`src/rtl/zpdiv_pkg.sv`:
```
package zpdiv_pkg;
  typedef enum logic [2:0] {
    ST_IDLE,
    ST_RD_LO,
    ST_RD_HI,
    ST_CHK,
    ST_DIV,
    ST_PUSH,
    ST_FIN
  } st_e;
endpackage

```
`src/rtl/zpdiv_core.sv`:
```
module zpdiv_core #(
  parameter int W = 8
) (
  input  logic         clk_i,
  input  logic         rst_ni,
  input  logic         load_i,
  input  logic         step_i,
  input  logic [W-1:0] hi_i,
  input  logic [W-1:0] lo_i,
  input  logic [W-1:0] div_i,
  output logic [W-1:0] quot_o,
  output logic [W-1:0] rem_o
);
  logic [W-1:0] rem_q, sh_q, div_q;
  logic [W:0]   trial, diff;
  logic         ge;

  // partial remainder shifted left with the next dividend bit appended
  assign trial = {rem_q, sh_q[W-1]};
  assign diff  = trial - {1'b0, div_q};
  assign ge    = trial >= {1'b0, div_q};

  always_ff @(posedge clk_i or negedge rst_ni) begin
    if (!rst_ni) begin
      rem_q <= '0;
      sh_q  <= '0;
      div_q <= '0;
    end else if (load_i) begin
      rem_q <= hi_i;
      sh_q  <= lo_i;
      div_q <= div_i;
    end else if (step_i) begin
      rem_q <= ge ? diff[W-1:0] : trial[W-1:0];
      sh_q  <= {sh_q[W-2:0], ge};
    end
  end

  assign quot_o = sh_q;
  assign rem_o  = rem_q;

  AST_REM_BOUND: assert property (@(posedge clk_i) disable iff (!rst_ni)
    (step_i && !load_i && div_q != '0 && rem_q < div_q) |=> rem_q < div_q);
endmodule

```
`src/rtl/zpdiv_agen.sv`:
```
module zpdiv_agen #(
  parameter int              W          = 8,
  parameter int              AW         = 16,
  parameter logic [AW-W-1:0] STACK_PAGE = 1
) (
  input  zpdiv_pkg::st_e st_i,
  input  logic [W-1:0]   zz_i,
  input  logic [W-1:0]   x_i,
  input  logic [W-1:0]   sp_i,
  output logic [AW-1:0]  addr_o,
  output logic           rd_o,
  output logic           wr_o
);
  import zpdiv_pkg::*;
  localparam int PW = AW - W;

  logic [W-1:0] zp_lo, zp_hi;
  // W-bit sums wrap inside page zero
  assign zp_lo = zz_i + x_i;
  assign zp_hi = zp_lo + W'(1);

  always_comb begin
    addr_o = '0;
    rd_o   = 1'b0;
    wr_o   = 1'b0;
    unique case (st_i)
      ST_RD_LO: begin addr_o = {{PW{1'b0}}, zp_lo}; rd_o = 1'b1; end
      ST_RD_HI: begin addr_o = {{PW{1'b0}}, zp_hi}; rd_o = 1'b1; end
      ST_PUSH:  begin addr_o = {STACK_PAGE, sp_i};  wr_o = 1'b1; end
      default: ;
    endcase
  end
endmodule

```
`src/rtl/zpdiv_ctrl.sv`:
```
module zpdiv_ctrl #(
  parameter int W = 8
) (
  input  logic           clk_i,
  input  logic           rst_ni,
  input  logic           start_i,
  input  logic [W-1:0]   zz_i,
  input  logic [W-1:0]   x_i,
  input  logic [W-1:0]   acc_i,
  input  logic [W-1:0]   sp_i,
  input  logic [W-1:0]   rdata_i,
  output zpdiv_pkg::st_e st_o,
  output logic [W-1:0]   zz_o,
  output logic [W-1:0]   x_o,
  output logic [W-1:0]   div_o,
  output logic [W-1:0]   sp_o,
  output logic [W-1:0]   lo_o,
  output logic           load_o,
  output logic           step_o,
  output logic           err_o
);
  import zpdiv_pkg::*;
  localparam int CW = $clog2(W + 1);
  localparam logic [CW-1:0] LAST = CW'(W - 1);

  st_e           st_q;
  logic [CW-1:0] cnt_q;
  logic [W-1:0]  zz_q, x_q, div_q, sp_q, lo_q;
  logic          err_q, bad;

  // zero divisor, or quotient would need more than W bits
  assign bad = (div_q == '0) || (rdata_i >= div_q);

  always_ff @(posedge clk_i or negedge rst_ni) begin
    if (!rst_ni) begin
      st_q  <= ST_IDLE;
      cnt_q <= '0;
      zz_q  <= '0;
      x_q   <= '0;
      div_q <= '0;
      sp_q  <= '0;
      lo_q  <= '0;
      err_q <= 1'b0;
    end else begin
      unique case (st_q)
        ST_IDLE: if (start_i) begin
          zz_q  <= zz_i;
          x_q   <= x_i;
          div_q <= acc_i;
          sp_q  <= sp_i;
          st_q  <= ST_RD_LO;
        end
        ST_RD_LO: st_q <= ST_RD_HI;
        ST_RD_HI: begin
          lo_q <= rdata_i;
          st_q <= ST_CHK;
        end
        ST_CHK: begin
          err_q <= bad;
          cnt_q <= '0;
          st_q  <= bad ? ST_FIN : ST_DIV;
        end
        ST_DIV: begin
          cnt_q <= cnt_q + CW'(1);
          if (cnt_q == LAST) st_q <= ST_PUSH;
        end
        ST_PUSH: st_q <= ST_FIN;
        default: st_q <= ST_IDLE;
      endcase
    end
  end

  assign st_o   = st_q;
  assign zz_o   = zz_q;
  assign x_o    = x_q;
  assign div_o  = div_q;
  assign sp_o   = sp_q;
  assign lo_o   = lo_q;
  assign load_o = (st_q == ST_CHK) && !bad;
  assign step_o = (st_q == ST_DIV);
  assign err_o  = err_q;

  AST_DIV_LEN: assert property (@(posedge clk_i) disable iff (!rst_ni)
    (st_q == ST_PUSH) |-> $past(st_q) == ST_DIV);
endmodule

```
`src/rtl/zp_div_seq.sv`:
```
module zp_div_seq #(
  parameter int              W          = 8,
  parameter int              AW         = 16,
  parameter logic [AW-W-1:0] STACK_PAGE = 1
) (
  input  logic          clk_i,
  input  logic          rst_ni,
  input  logic          start_i,
  input  logic [W-1:0]  zp_base_i,
  input  logic [W-1:0]  idx_x_i,
  input  logic [W-1:0]  acc_i,
  input  logic [W-1:0]  sp_i,
  output logic [AW-1:0] mem_addr_o,
  output logic          mem_rd_o,
  output logic          mem_wr_o,
  output logic [W-1:0]  mem_wdata_o,
  input  logic [W-1:0]  mem_rdata_i,
  output logic [W-1:0]  acc_o,
  output logic          acc_we_o,
  output logic [W-1:0]  sp_o,
  output logic          sp_we_o,
  output logic          done_o,
  output logic          err_o,
  output logic          busy_o
);
  import zpdiv_pkg::*;

  st_e          st;
  logic [W-1:0] zz, xv, dv, spv, lo, quot, rem;
  logic         load, step, err_q;

  zpdiv_ctrl #(.W(W)) u_ctrl (
    .clk_i, .rst_ni, .start_i,
    .zz_i(zp_base_i), .x_i(idx_x_i), .acc_i, .sp_i,
    .rdata_i(mem_rdata_i),
    .st_o(st), .zz_o(zz), .x_o(xv), .div_o(dv), .sp_o(spv), .lo_o(lo),
    .load_o(load), .step_o(step), .err_o(err_q)
  );

  zpdiv_core #(.W(W)) u_core (
    .clk_i, .rst_ni,
    .load_i(load), .step_i(step),
    .hi_i(mem_rdata_i), .lo_i(lo), .div_i(dv),
    .quot_o(quot), .rem_o(rem)
  );

  zpdiv_agen #(.W(W), .AW(AW), .STACK_PAGE(STACK_PAGE)) u_agen (
    .st_i(st), .zz_i(zz), .x_i(xv), .sp_i(spv),
    .addr_o(mem_addr_o), .rd_o(mem_rd_o), .wr_o(mem_wr_o)
  );

  assign mem_wdata_o = ~rem;
  assign done_o      = (st == ST_FIN);
  assign err_o       = done_o && err_q;
  assign acc_we_o    = done_o && !err_q;
  assign sp_we_o     = done_o && !err_q;
  assign acc_o       = quot;
  assign sp_o        = spv - W'(1);
  assign busy_o      = (st != ST_IDLE);

  AST_RW_EXCL: assert property (@(posedge clk_i) disable iff (!rst_ni)
    !(mem_rd_o && mem_wr_o));
  AST_HI_ADDR: assert property (@(posedge clk_i) disable iff (!rst_ni)
    (mem_rd_o && $past(mem_rd_o)) |->
      (mem_addr_o[W-1:0] == $past(mem_addr_o[W-1:0]) + W'(1)) &&
      (mem_addr_o[AW-1:W] == '0));
  AST_PUSH_ADDR: assert property (@(posedge clk_i) disable iff (!rst_ni)
    mem_wr_o |-> (mem_addr_o[AW-1:W] == STACK_PAGE) &&
                 (mem_addr_o[W-1:0] == sp_o + W'(1)));
  AST_PUSH_DONE: assert property (@(posedge clk_i) disable iff (!rst_ni)
    mem_wr_o |=> done_o && !err_o && sp_we_o && acc_we_o);
  AST_DONE_PULSE: assert property (@(posedge clk_i) disable iff (!rst_ni)
    done_o |=> !done_o);
  AST_ERR_QUIET: assert property (@(posedge clk_i) disable iff (!rst_ni)
    err_o |-> !acc_we_o && !sp_we_o && !mem_wr_o);
  AST_BUSY_HOLD: assert property (@(posedge clk_i) disable iff (!rst_ni)
    (busy_o && !done_o) |=> busy_o);
endmodule

```
`config.mk`:
```
export PLATFORM = sky130hd
export DESIGN_NAME = zp_div_seq
export DESIGN_NICKNAME = d
export VERILOG_FILES = /design/src/rtl/zpdiv_pkg.sv /design/src/rtl/zpdiv_core.sv /design/src/rtl/zpdiv_agen.sv /design/src/rtl/zpdiv_ctrl.sv /design/src/rtl/zp_div_seq.sv
export SDC_FILE = /design/constraint.sdc
export NUM_CORES = 1
export LEC_CHECK = 0
export CAP_MARGIN = 20
export CELL_PAD_IN_SITES_DETAIL_PLACEMENT = 0
export CELL_PAD_IN_SITES_GLOBAL_PLACEMENT = 1
export CORE_ASPECT_RATIO = 1.4
export CORE_MARGIN = 4
export CORE_UTILIZATION = 36
export CTS_CLUSTER_DIAMETER = 40
export CTS_CLUSTER_SIZE = 25
export DETAILED_ROUTE_END_ITERATION = 10
export PLACE_DENSITY_LB_ADDON = 0.1
export SLEW_MARGIN = 40
export SYNTH_ARGS = -nofsm -noshare
export SYNTH_HDL_FRONTEND = slang
export SYNTH_SLANG_ARGS = --single-unit
```
`constraint.sdc`:
```
create_clock -name clk_i -period 2.9 [get_ports clk_i]
set_input_delay 0.58 -clock clk_i [delete_from_list [all_inputs] [get_ports clk_i]]
set_output_delay 0.58 -clock clk_i [all_outputs]
set_load 0.1 [all_outputs]
```
==> results of run 1 <==
## area by class of cell
| type | count | area (um2) |
|---|---|---|
| Multi-Input combinational cell | 338 | 2590 |
| Tap cell | 147 | 184 |
| Inverter | 33 | 128 |
| Clock buffer | 9 | 225 |
| Sequential cell | 72 | 1800 |
| Clock inverter | 7 | 55.1 |
| Fill cell | 1124 | 5760 |
| Timing Repair Buffer | 113 | 1190 |
## stage by stage
step | TNS (ns) | hold slack, ns | util, %
after floorplan | -0.556 | 0.284 | -
after global placement | -0.239 | 0.462 | 48.8
after detailed placement | -0.354 | 0.463 | 48.8
after CTS | -1.73 | 0.353 | 51.4
after global routing | -1.99 | 0.225 | 51.7
final | -1.54 | 0.196 | 51.7
## registers in the layout, indices dropped and copies added (netlist names)
register       cells
u_ctrl.cnt_q       4
u_core.div_q       8
u_ctrl.x_o         8
u_ctrl.zz_o        8
u_core.rem_o       8
u_core.quot_o      8
u_ctrl.st_o        3
u_ctrl.lo_o        8
u_ctrl.sp_o        8
u_ctrl.div_o       8
u_ctrl.err_o       1
## cells in the mapped netlist (4+ instances only)
master / count
dfrtp_1: 72
nor2b_1: 6
a21oi_1: 26
nand2b_1: 6
mux2_2: 26
nand4_1: 4
nor3_1: 7
mux2i_1: 8
and2_1: 5
xnor2_1: 7
o211ai_1: 4
a211oi_1: 4
nor2_2: 4
xor2_1: 11
nor2_1: 24
a22o_1: 8
nand2_1: 49
o21ai_0: 26
nor4_1: 4
o22ai_1: 4
buf_2: 8
clkbuf_1: 8
inv_1: 33
buf_4: 9
nand3_1: 12
ha_1: 26
a21o_1: 10
## path summary, 6_finish.rpt
check,cells past startpoint,endpoint,startpoint
max,9,mem_addr_o[7],u_ctrl.x_o[0]
max in group asynchronous,2,u_ctrl.sp_o[4],rst_ni
min reg2reg,2,u_ctrl.lo_o[1],u_ctrl.lo_o[1]
min in group clk_i,2,u_ctrl.lo_o[1],u_ctrl.lo_o[1]
max reg2reg,7,u_core.rem_o[4],u_core.rem_o[5]
min,1,u_ctrl.x_o[7],rst_ni
## cells by family (layout without fill, tap and decap cells)
family / count (synthesis) / in the layout / share of synthesized area (%)
mux: 35 / 35 / 8.64
other cells: 1 / 7 / 0.0844
compound gates: 112 / 112 / 17.2
xor+xnor: 18 / 18 / 3.55
simple gates: 138 / 138 / 15.6
fa+ha+maj: 28 / 28 / 8.22
flops: 72 / 72 / 40.5
buf+inv: 60 / 162 / 6.22
## timing repair
action                     4_1_cts  5_1_grt
setup endpoints to repair        5        6
pin swaps                        6        4
resized for setup                4        8
setup buffers                    2        0
## metal layers
| layer | global-route usage [%] | routed length (um) | vias up |
|---|---|---|---|
| met5 | 0 | 0 | - |
| met1 | 20.2 | 4730 | 1789 |
| met3 | 3.61 | 537 | 17 |
| met4 | 6.29 | 266 | 0 |
| li1 | - | - | 1823 |
| met2 | 32.6 | 6640 | 82 |
## worst reg2reg max path, cell delays in order, from the launching register on
cell      delay, ns
dfrtp_1        0.38
ha_1           0.36
a21o_1         0.23
a211oi_2       0.25
o21ai_1        0.17
nor2_2         0.15
mux2_1         0.37
a221o_1        0.30
==> reports/metrics.yaml, run 1 <==
status: "complete, but fails checks"
violations: "setup timing"
cp_max_fo: 3
max_slew_margin_pct: 54.9
first_pass_iters: 4
cp-end-kind: "output port"
clock_path_buffers: 2
crit_family: "simple AND/OR/NAND/NOR gates"
rsz0062_at_grt: "yes"
root_buffer: "clkbuf_16"
area_growth_pct: 39.0
cts.sinks: 72
slowest_delay_ns: 0.38
dp.cells: 701
ctsHoldBuffers: 0
vias_per_cell: 5.16
synth_area_per_cell_um2: 9.58
min_period_ns: 3.33
cts_tree: "yes"
die_w_um: 102
yosysTopAreaCellShare_pct: 40.5
htree_levels: 3
final_cells: 719
final_layout_size_suffix_gt1_share_pct: 26.9
drc: 0
synth.distinct_cells: 60
grt_pass1_vias: 3967
max_freq_mhz: 300
antenna_left: 0
hold_viol: 0
postSynthCellCount: 464
worstSkewPairLatency_ns: 0.33
ys.flop_type: "dfrtp_1"
crit_arrival_ns: 2.75
yosysWarnings: 0
wl_um: 12200
cts_buffers: 9
async_flop_share_pct: 100
setup_ws_ns: -0.428
n_antenna_cell: 0
setup_violations: 4
path_clk_slew_ns: 0.06
routed-via-count: 3711
track_usage_pct: 17.9
die_area_um2: 14200
dp_hpwl_um: 9720
slew_viol_final: 0
slowest_stage: "dfrtp_1"
min_path_type: "primary input to asynchronous set/reset pin"
syn_area_um2: 4450
worstMarginPinSlew_ns: 0.677
ys_seq_elements: 72
portBuffers: 82
std_cell_rows: 47
final_cell_mix: "dfrtp_1 (72), buf_4 (53), nand2_1 (49), clkdlybuf4s50_1 (41), inv_1 (32)"
gr-total-overflow: 0
grt_max_degree: 42
die_h_um: 139
drtIter0Drc: 120
grt_pass1_wl_um: 19800
fin_crit_sh_pct: 115
cp_cell_sequence: "ha_2 -> fa_2 -> a211o_1 -> and3_4 -> nor4b_4 -> nand4_1 -> xor2_1 -> o22ai_4 -> buf_12"
path_buf_inv: 1
wire_per_inst_um: 16.9
mostFrequentLayoutCell: "dfrtp_1"
dp_slack_ns: -0.132
synth_edf_count: 0
fin_skew_ns: 0.00746
startpoint_type: "flip-flop"
fin_area_um2: 6180
seq_area_frac_synth_pct: 40.5
place.gp.congestion: 0.816
maxCapViolations: 0
worst-endpoint-required_ns: 2.32
reg2reg_slack_ns: 0.59
place_area_um2: 5820
initial_utilization_pct: 37.2
antenna_found_initial: 0
core-area_um2: 11900
ys_top_cells_by_area: "dfrtp_1 (41%), ha_1 (7.3%), mux2_2 (6.6%)"
path_class: "flip-flop to output port"
nets: 638
synth_top_area_cell: "dfrtp_1"
pin_count: 90
Power of run 1 is not shown: default switching activity piles up to over one toggle a cycle in this logic, so the estimate is an artifact.
==> run 2: changes to the inputs <==
--- a/config.mk
+++ b/config.mk
@@ -18,4 +18,5 @@
 export SLEW_MARGIN = 40
 export SYNTH_ARGS = -nofsm -noshare
 export SYNTH_HDL_FRONTEND = slang
+export SYNTH_HIERARCHICAL = 1
 export SYNTH_SLANG_ARGS = --single-unit
==> run 2 against run 1 <==
The flow still finishes with violations (setup timing). Cell area up 3.1%. Sequential cell count unchanged. Critical endpoint unchanged. Routed wire length fell by 1.6%. Hold slack better by 0.069 ns.
==> reports/metrics.yaml, run 2 <==
pin_count: 90
n_antenna_cell: 0
place.gp.congestion: 0.785
status: "complete, but fails checks"
antenna_found_initial: 0
gr-total-overflow: 0
hold_viol: 0
ys.flop_type: "dfrtp_1"
setup_ws_ns: -0.516
synth_area_per_cell_um2: 9.81
wl_um: 12000
fin_crit_sh_pct: 118
yosys-top-cells-count: "dfrtp_1 (72), nand2_1 (48), nor2_1 (38), mux2_2 (36), inv_1 (34)"
htree_levels: 3
die_h_um: 140
maxCapViolations: 0
cts_tree: "yes"
max_slew_margin_pct: 50.3
path_class: "flip-flop to output port"
reg2reg_slack_ns: 0.57
ys_seq_elements: 72
worst-endpoint-required_ns: 2.32
path_clk_slew_ns: 0.06
max_freq_mhz: 293
met2_usage_pct: 30.6
grt_util_met3_pct: 3.19
min_period_ns: 3.42
cp_max_fo: 2
yosysTopAreaCellShare_pct: 39.9
portBuffers: 82
area_growth_pct: 41.1
final_cells: 721
initial_utilization_pct: 36.7
cts_buffers: 9
startpoint_type: "flip-flop"
ctsHoldBuffers: 0
std_cell_rows: 48
worst_hold_slack_ns: 0.265
root_buffer: "clkbuf_16"
final_layout_size_suffix_gt1_share_pct: 29.8
violations: "setup timing"
cp-end-kind: "output port"
yosysMostFrequentCell: "dfrtp_1"
synth_edf_count: 0
synth_top_area_cell: "dfrtp_1"
ys_top_cells_by_area: "dfrtp_1 (40%), mux2_2 (9.0%), ha_1 (7.2%)"
core-area_um2: 12300
syn_area_um2: 4510
crit_arrival_ns: 2.84
worstMarginPinSlew_ns: 0.743
synth.distinct_cells: 63
mostFrequentLayoutCell: "dfrtp_1"
fin_skew_ns: 0.00549
slew_viol_final: 0
vias_per_cell: 5.09
grt_pass1_vias: 3843
die_area_um2: 14400
nets: 637
first_pass_iters: 7
routed-via-count: 3668
track_usage_pct: 17.3
drtIter0Drc: 119
dp.cells: 698
wire_per_inst_um: 16.6
postSynthCellCount: 460
dp_hpwl_um: 9220
cts.sinks: 72
yosysWarnings: 6
worstSkewPairLatency_ns: 0.33
grt_max_degree: 34
async_flop_share_pct: 100
final_cell_mix: "dfrtp_1 (72), buf_4 (51), nand2_1 (48), clkdlybuf4s50_1 (41), nor2_1 (37)"
setup_violations: 6
grt_pass1_wl_um: 19300
top_usage_layer: "met2"
rsz0062_at_grt: "yes"
die_w_um: 103
antenna_left: 0
clock_path_buffers: 2
seq_area_frac_synth_pct: 39.9
grt_use_met1_pct: 19.9
min_path_type: "primary input to asynchronous set/reset pin"
drc: 0
-- run 2: changes by cell type after synthesis, sizes merged, moves of 3 or more --
cell	previous run	this run
a211o	3	0
nor3	8	3
o311ai	3	0
o21ai	29	35
a22o	8	0
a21o	10	6
nor3b	2	5
a31oi	1	9
mux2	27	36
nand3	13	4
nor2	28	38
xnor2	7	14
a21oi	27	23
-- run 2: layout make-up --
| cell class | instances | area [um2] |
|---|---|---|
| well taps | 150 | 188 |
| flip-flops and latches | 72 | 1800 |
| multi-input cells | 333 | 2660 |
| clock buffers | 10 | 239 |
| repair buffers | 116 | 1240 |
| clock inverters | 6 | 115 |
| inverters | 34 | 128 |
| fillers | 1152 | 5950 |
-- run 2: final timing paths --
path	from	depth (start not counted)	to
min	rst_ni	1	u_ctrl/sp_o[5]
min reg2reg	u_ctrl/lo_o[1]	2	u_core/quot_o[1]
min in group clk_i	u_ctrl/lo_o[1]	2	u_core/quot_o[1]
max in group asynchronous	rst_ni	2	u_core/div_q[5]
max	u_ctrl/zz_o[0]	11	mem_addr_o[7]
max reg2reg	u_ctrl/div_o[0]	8	u_core/rem_o[5]
-- run 2: kinds of logic (layout without fill, tap and decap cells) --
group	count (synthesis)	in the layout	share of synthesized area, %
other	1	7	0.0831
xor gates and xnor gates	24	24	4.82
adders and majority gates	28	28	8.10
DFF	72	72	39.9
AOI/OAI and AO/OA	100	100	14.1
and+or+nand+nor	130	130	15.2
muxes	44	44	10.8
buffers and inverters	61	166	7.04
-- run 2: metal layers --
metal  up-vias  wire length (um)
met5         -                 0
met2       100              6350
met3        22               560
met4         0               395
li1       1793                 -
met1      1753              4680
-- run 2: timing repair --
item	4_1_cts	5_1_grt
endpoints found under the hold margin	0	0
setup endpoints to repair	7	7
pin swaps	8	9
setup buffers	6	3
gates resized for setup	12	6
-- run 2: metrics by stage --
step                setup TNS [ns]  utilization, %  setup slack (ns)  instance area, um2
floorplan                    -1.26               -             -1.10                4700
global placement            -0.318            47.7            -0.144                5870
detailed placement           -1.11            47.7            -0.193                5870
CTS                          -2.02            51.3            -0.531                6320
global route                 -2.84            51.7            -0.670                6370
finish                       -1.89            51.7            -0.516                6370
-- run 2: critical path, cell delays in order (launching register included) --
cell	delay, ns
dfrtp_1	0.35
ha_2	0.18
inv_2	0.04
fa_2	0.33
buf_4	0.15
xnor2_2	0.14
nand3_1	0.12
or3_4	0.40
nor3b_4	0.18
xor2_1	0.10
o211ai_1	0.26
clkbuf_16	0.25
Power of run 2 is left out for the same reason.
==> run 3: changes to the inputs <==
--- a/config.mk
+++ b/config.mk
@@ -9,7 +9,7 @@
 export CELL_PAD_IN_SITES_DETAIL_PLACEMENT = 0
 export CELL_PAD_IN_SITES_GLOBAL_PLACEMENT = 1
 export CORE_ASPECT_RATIO = 1.4
-export CORE_MARGIN = 4
+export CORE_MARGIN = 1.5
 export CORE_UTILIZATION = 36
 export CTS_CLUSTER_DIAMETER = 40
 export CTS_CLUSTER_SIZE = 25
==> run 3 against run 2 <==
The run still ends with setup timing left. Cell area shrank 0.67%. Sequential cell count is the same. Routed wire length shrank 3.5%. Clock skew is essentially flat. Critical path depth is the same. Fmax is essentially flat. Sequential share of layout area grew 0.19 points. Hold slack lost 0.041 ns. First-iteration DRC count grew 34%. Setup slack gained 0.0028 ns. Non-clock buffer count shrank 2. Via count shrank 1.4%. Critical path type unchanged.
==> reports/metrics.yaml, run 3 (synthesis results as in run 2) <==
status: "complete, but fails checks"
violations: "setup timing"
clock_path_buffers: 2
vias_per_cell: 5.03
wire_per_inst_um: 16.1
final_cell_mix: "dfrtp_1 (72), buf_4 (49), nand2_1 (48), clkdlybuf4s50_1 (41)"
cts.sinks: 72
max_freq_mhz: 293
r2r_cells: 9
initial_utilization_pct: 36.8
cp-end-kind: "output port"
maxCapViolations: 0
setup_ws_ns: -0.514
nets: 635
routed-via-count: 3615
area_growth_pct: 40.1
fin_crit_sh_pct: 118
root_buffer: "clkbuf_16"
wl_um: 11600
final_layout_size_suffix_gt1_share_pct: 29.6
grt_max_degree: 39
place.gp.congestion: 0.823
first_pass_iters: 4
antenna_found_initial: 0
std_cell_rows: 48
cts_buffers: 9
path_class: "flip-flop to output port"
core-area_um2: 12300
grt_pass1_vias: 3762
grt_pass1_wl_um: 18800
rr_startpoint: "u_ctrl/div_o[0]"
drc: 0
die_area_um2: 13200
max_slew_margin_pct: 54.8
reg2reg_slack_ns: 0.55
worst-endpoint-required_ns: 2.32
portBuffers: 82
worstSkewPairLatency_ns: 0.33
die_h_um: 135
setup_violations: 6
pin_count: 90
mostFrequentLayoutCell: "dfrtp_1"
r2r-end: "u_core/rem_o[7]"
min_path_type: "primary input to asynchronous set/reset pin"
hold_viol: 0
htree_levels: 3
dp_slack_ns: -0.228
cp_max_fo: 2
worstMarginPinSlew_ns: 0.677
dp_hpwl_um: 8960
antenna_left: 0
ctsHoldBuffers: 0
tns_ns: -1.58
slew_viol_final: 0
startpoint_type: "flip-flop"
min_period_ns: 3.41
crit_arrival_ns: 2.83
n_antenna_cell: 0
fin_skew_ns: 0.00579
gr-total-overflow: 0
die_w_um: 97.6
drtIter0Drc: 160
track_usage_pct: 18.1
path_clk_slew_ns: 0.06
rsz0062_at_grt: "yes"
cts_tree: "yes"
==> run 3: through the flow <==
step	hold WS, ns	std cells	instance area (um2)	util, %
6_report	0.224	718	6320	51.6
5_1_grt	0.253	718	6320	51.6
4_1_cts	0.235	716	6260	51.1
3_5_place_dp	0.474	699	5870	47.9
3_3_place_gp	0.467	699	5870	47.9
2_1_floorplan	0.284	466	4700	-
==> run 3: how the worst max path moves through the flow <==
stage / startpoint / slack, ns / endpoint / depth (start not counted)
2_1_floorplan: u_ctrl/zz_o[0] / -1.10 / mem_addr_o[7] / 10
3_5_place_dp: u_ctrl/x_o[0] / -0.23 / mem_addr_o[7] / 11
6_report: u_ctrl/x_o[0] / -0.51 / mem_addr_o[7] / 11
4_1_cts: u_ctrl/x_o[0] / -0.55 / mem_addr_o[7] / 11
5_1_grt: u_ctrl/x_o[0] / -0.65 / mem_addr_o[7] / 11
3_3_place_gp: u_ctrl/zz_o[0] / -0.18 / mem_addr_o[7] / 11
==> run 3: repair_timing <==
item,CTS,global route
pin swaps,5,7
resized for setup,9,9
setup endpoints to repair,7,7
buffers inserted,2,2
==> run 3: area by class of cell <==
cell class	count	area, um2
Multi-Input combinational cell	333	2650
Clock inverter	5	106
Timing Repair Buffer	114	1220
Tap cell	150	188
Inverter	34	128
Clock buffer	10	229
Fill cell	1161	5930
Sequential cell	72	1800
==> run 3: routing by layer <==
layer  share of wire [%]  vias up  global-route usage, %  wire length (um)
li1                    -     1775                      -                 -
met1                  40     1759                   20.5              4660
met2                  55       72                   34.3              6390
met3                 3.1        9                   3.04               358
met4                 1.4        0                   5.71               157
met5                   0        -                      0                 0
==> run 3: critical path, cell delays in order, from the launching register on <==
cell      delay, ns
dfrtp_1        0.35
ha_2           0.19
inv_2          0.04
fa_2           0.36
nand2b_4       0.18
a21oi_4        0.16
xnor2_2        0.07
or3_4          0.38
nor3b_4        0.20
xor2_1         0.09
o211ai_1       0.27
buf_12         0.22
Power of run 3 is left out for the same reason.
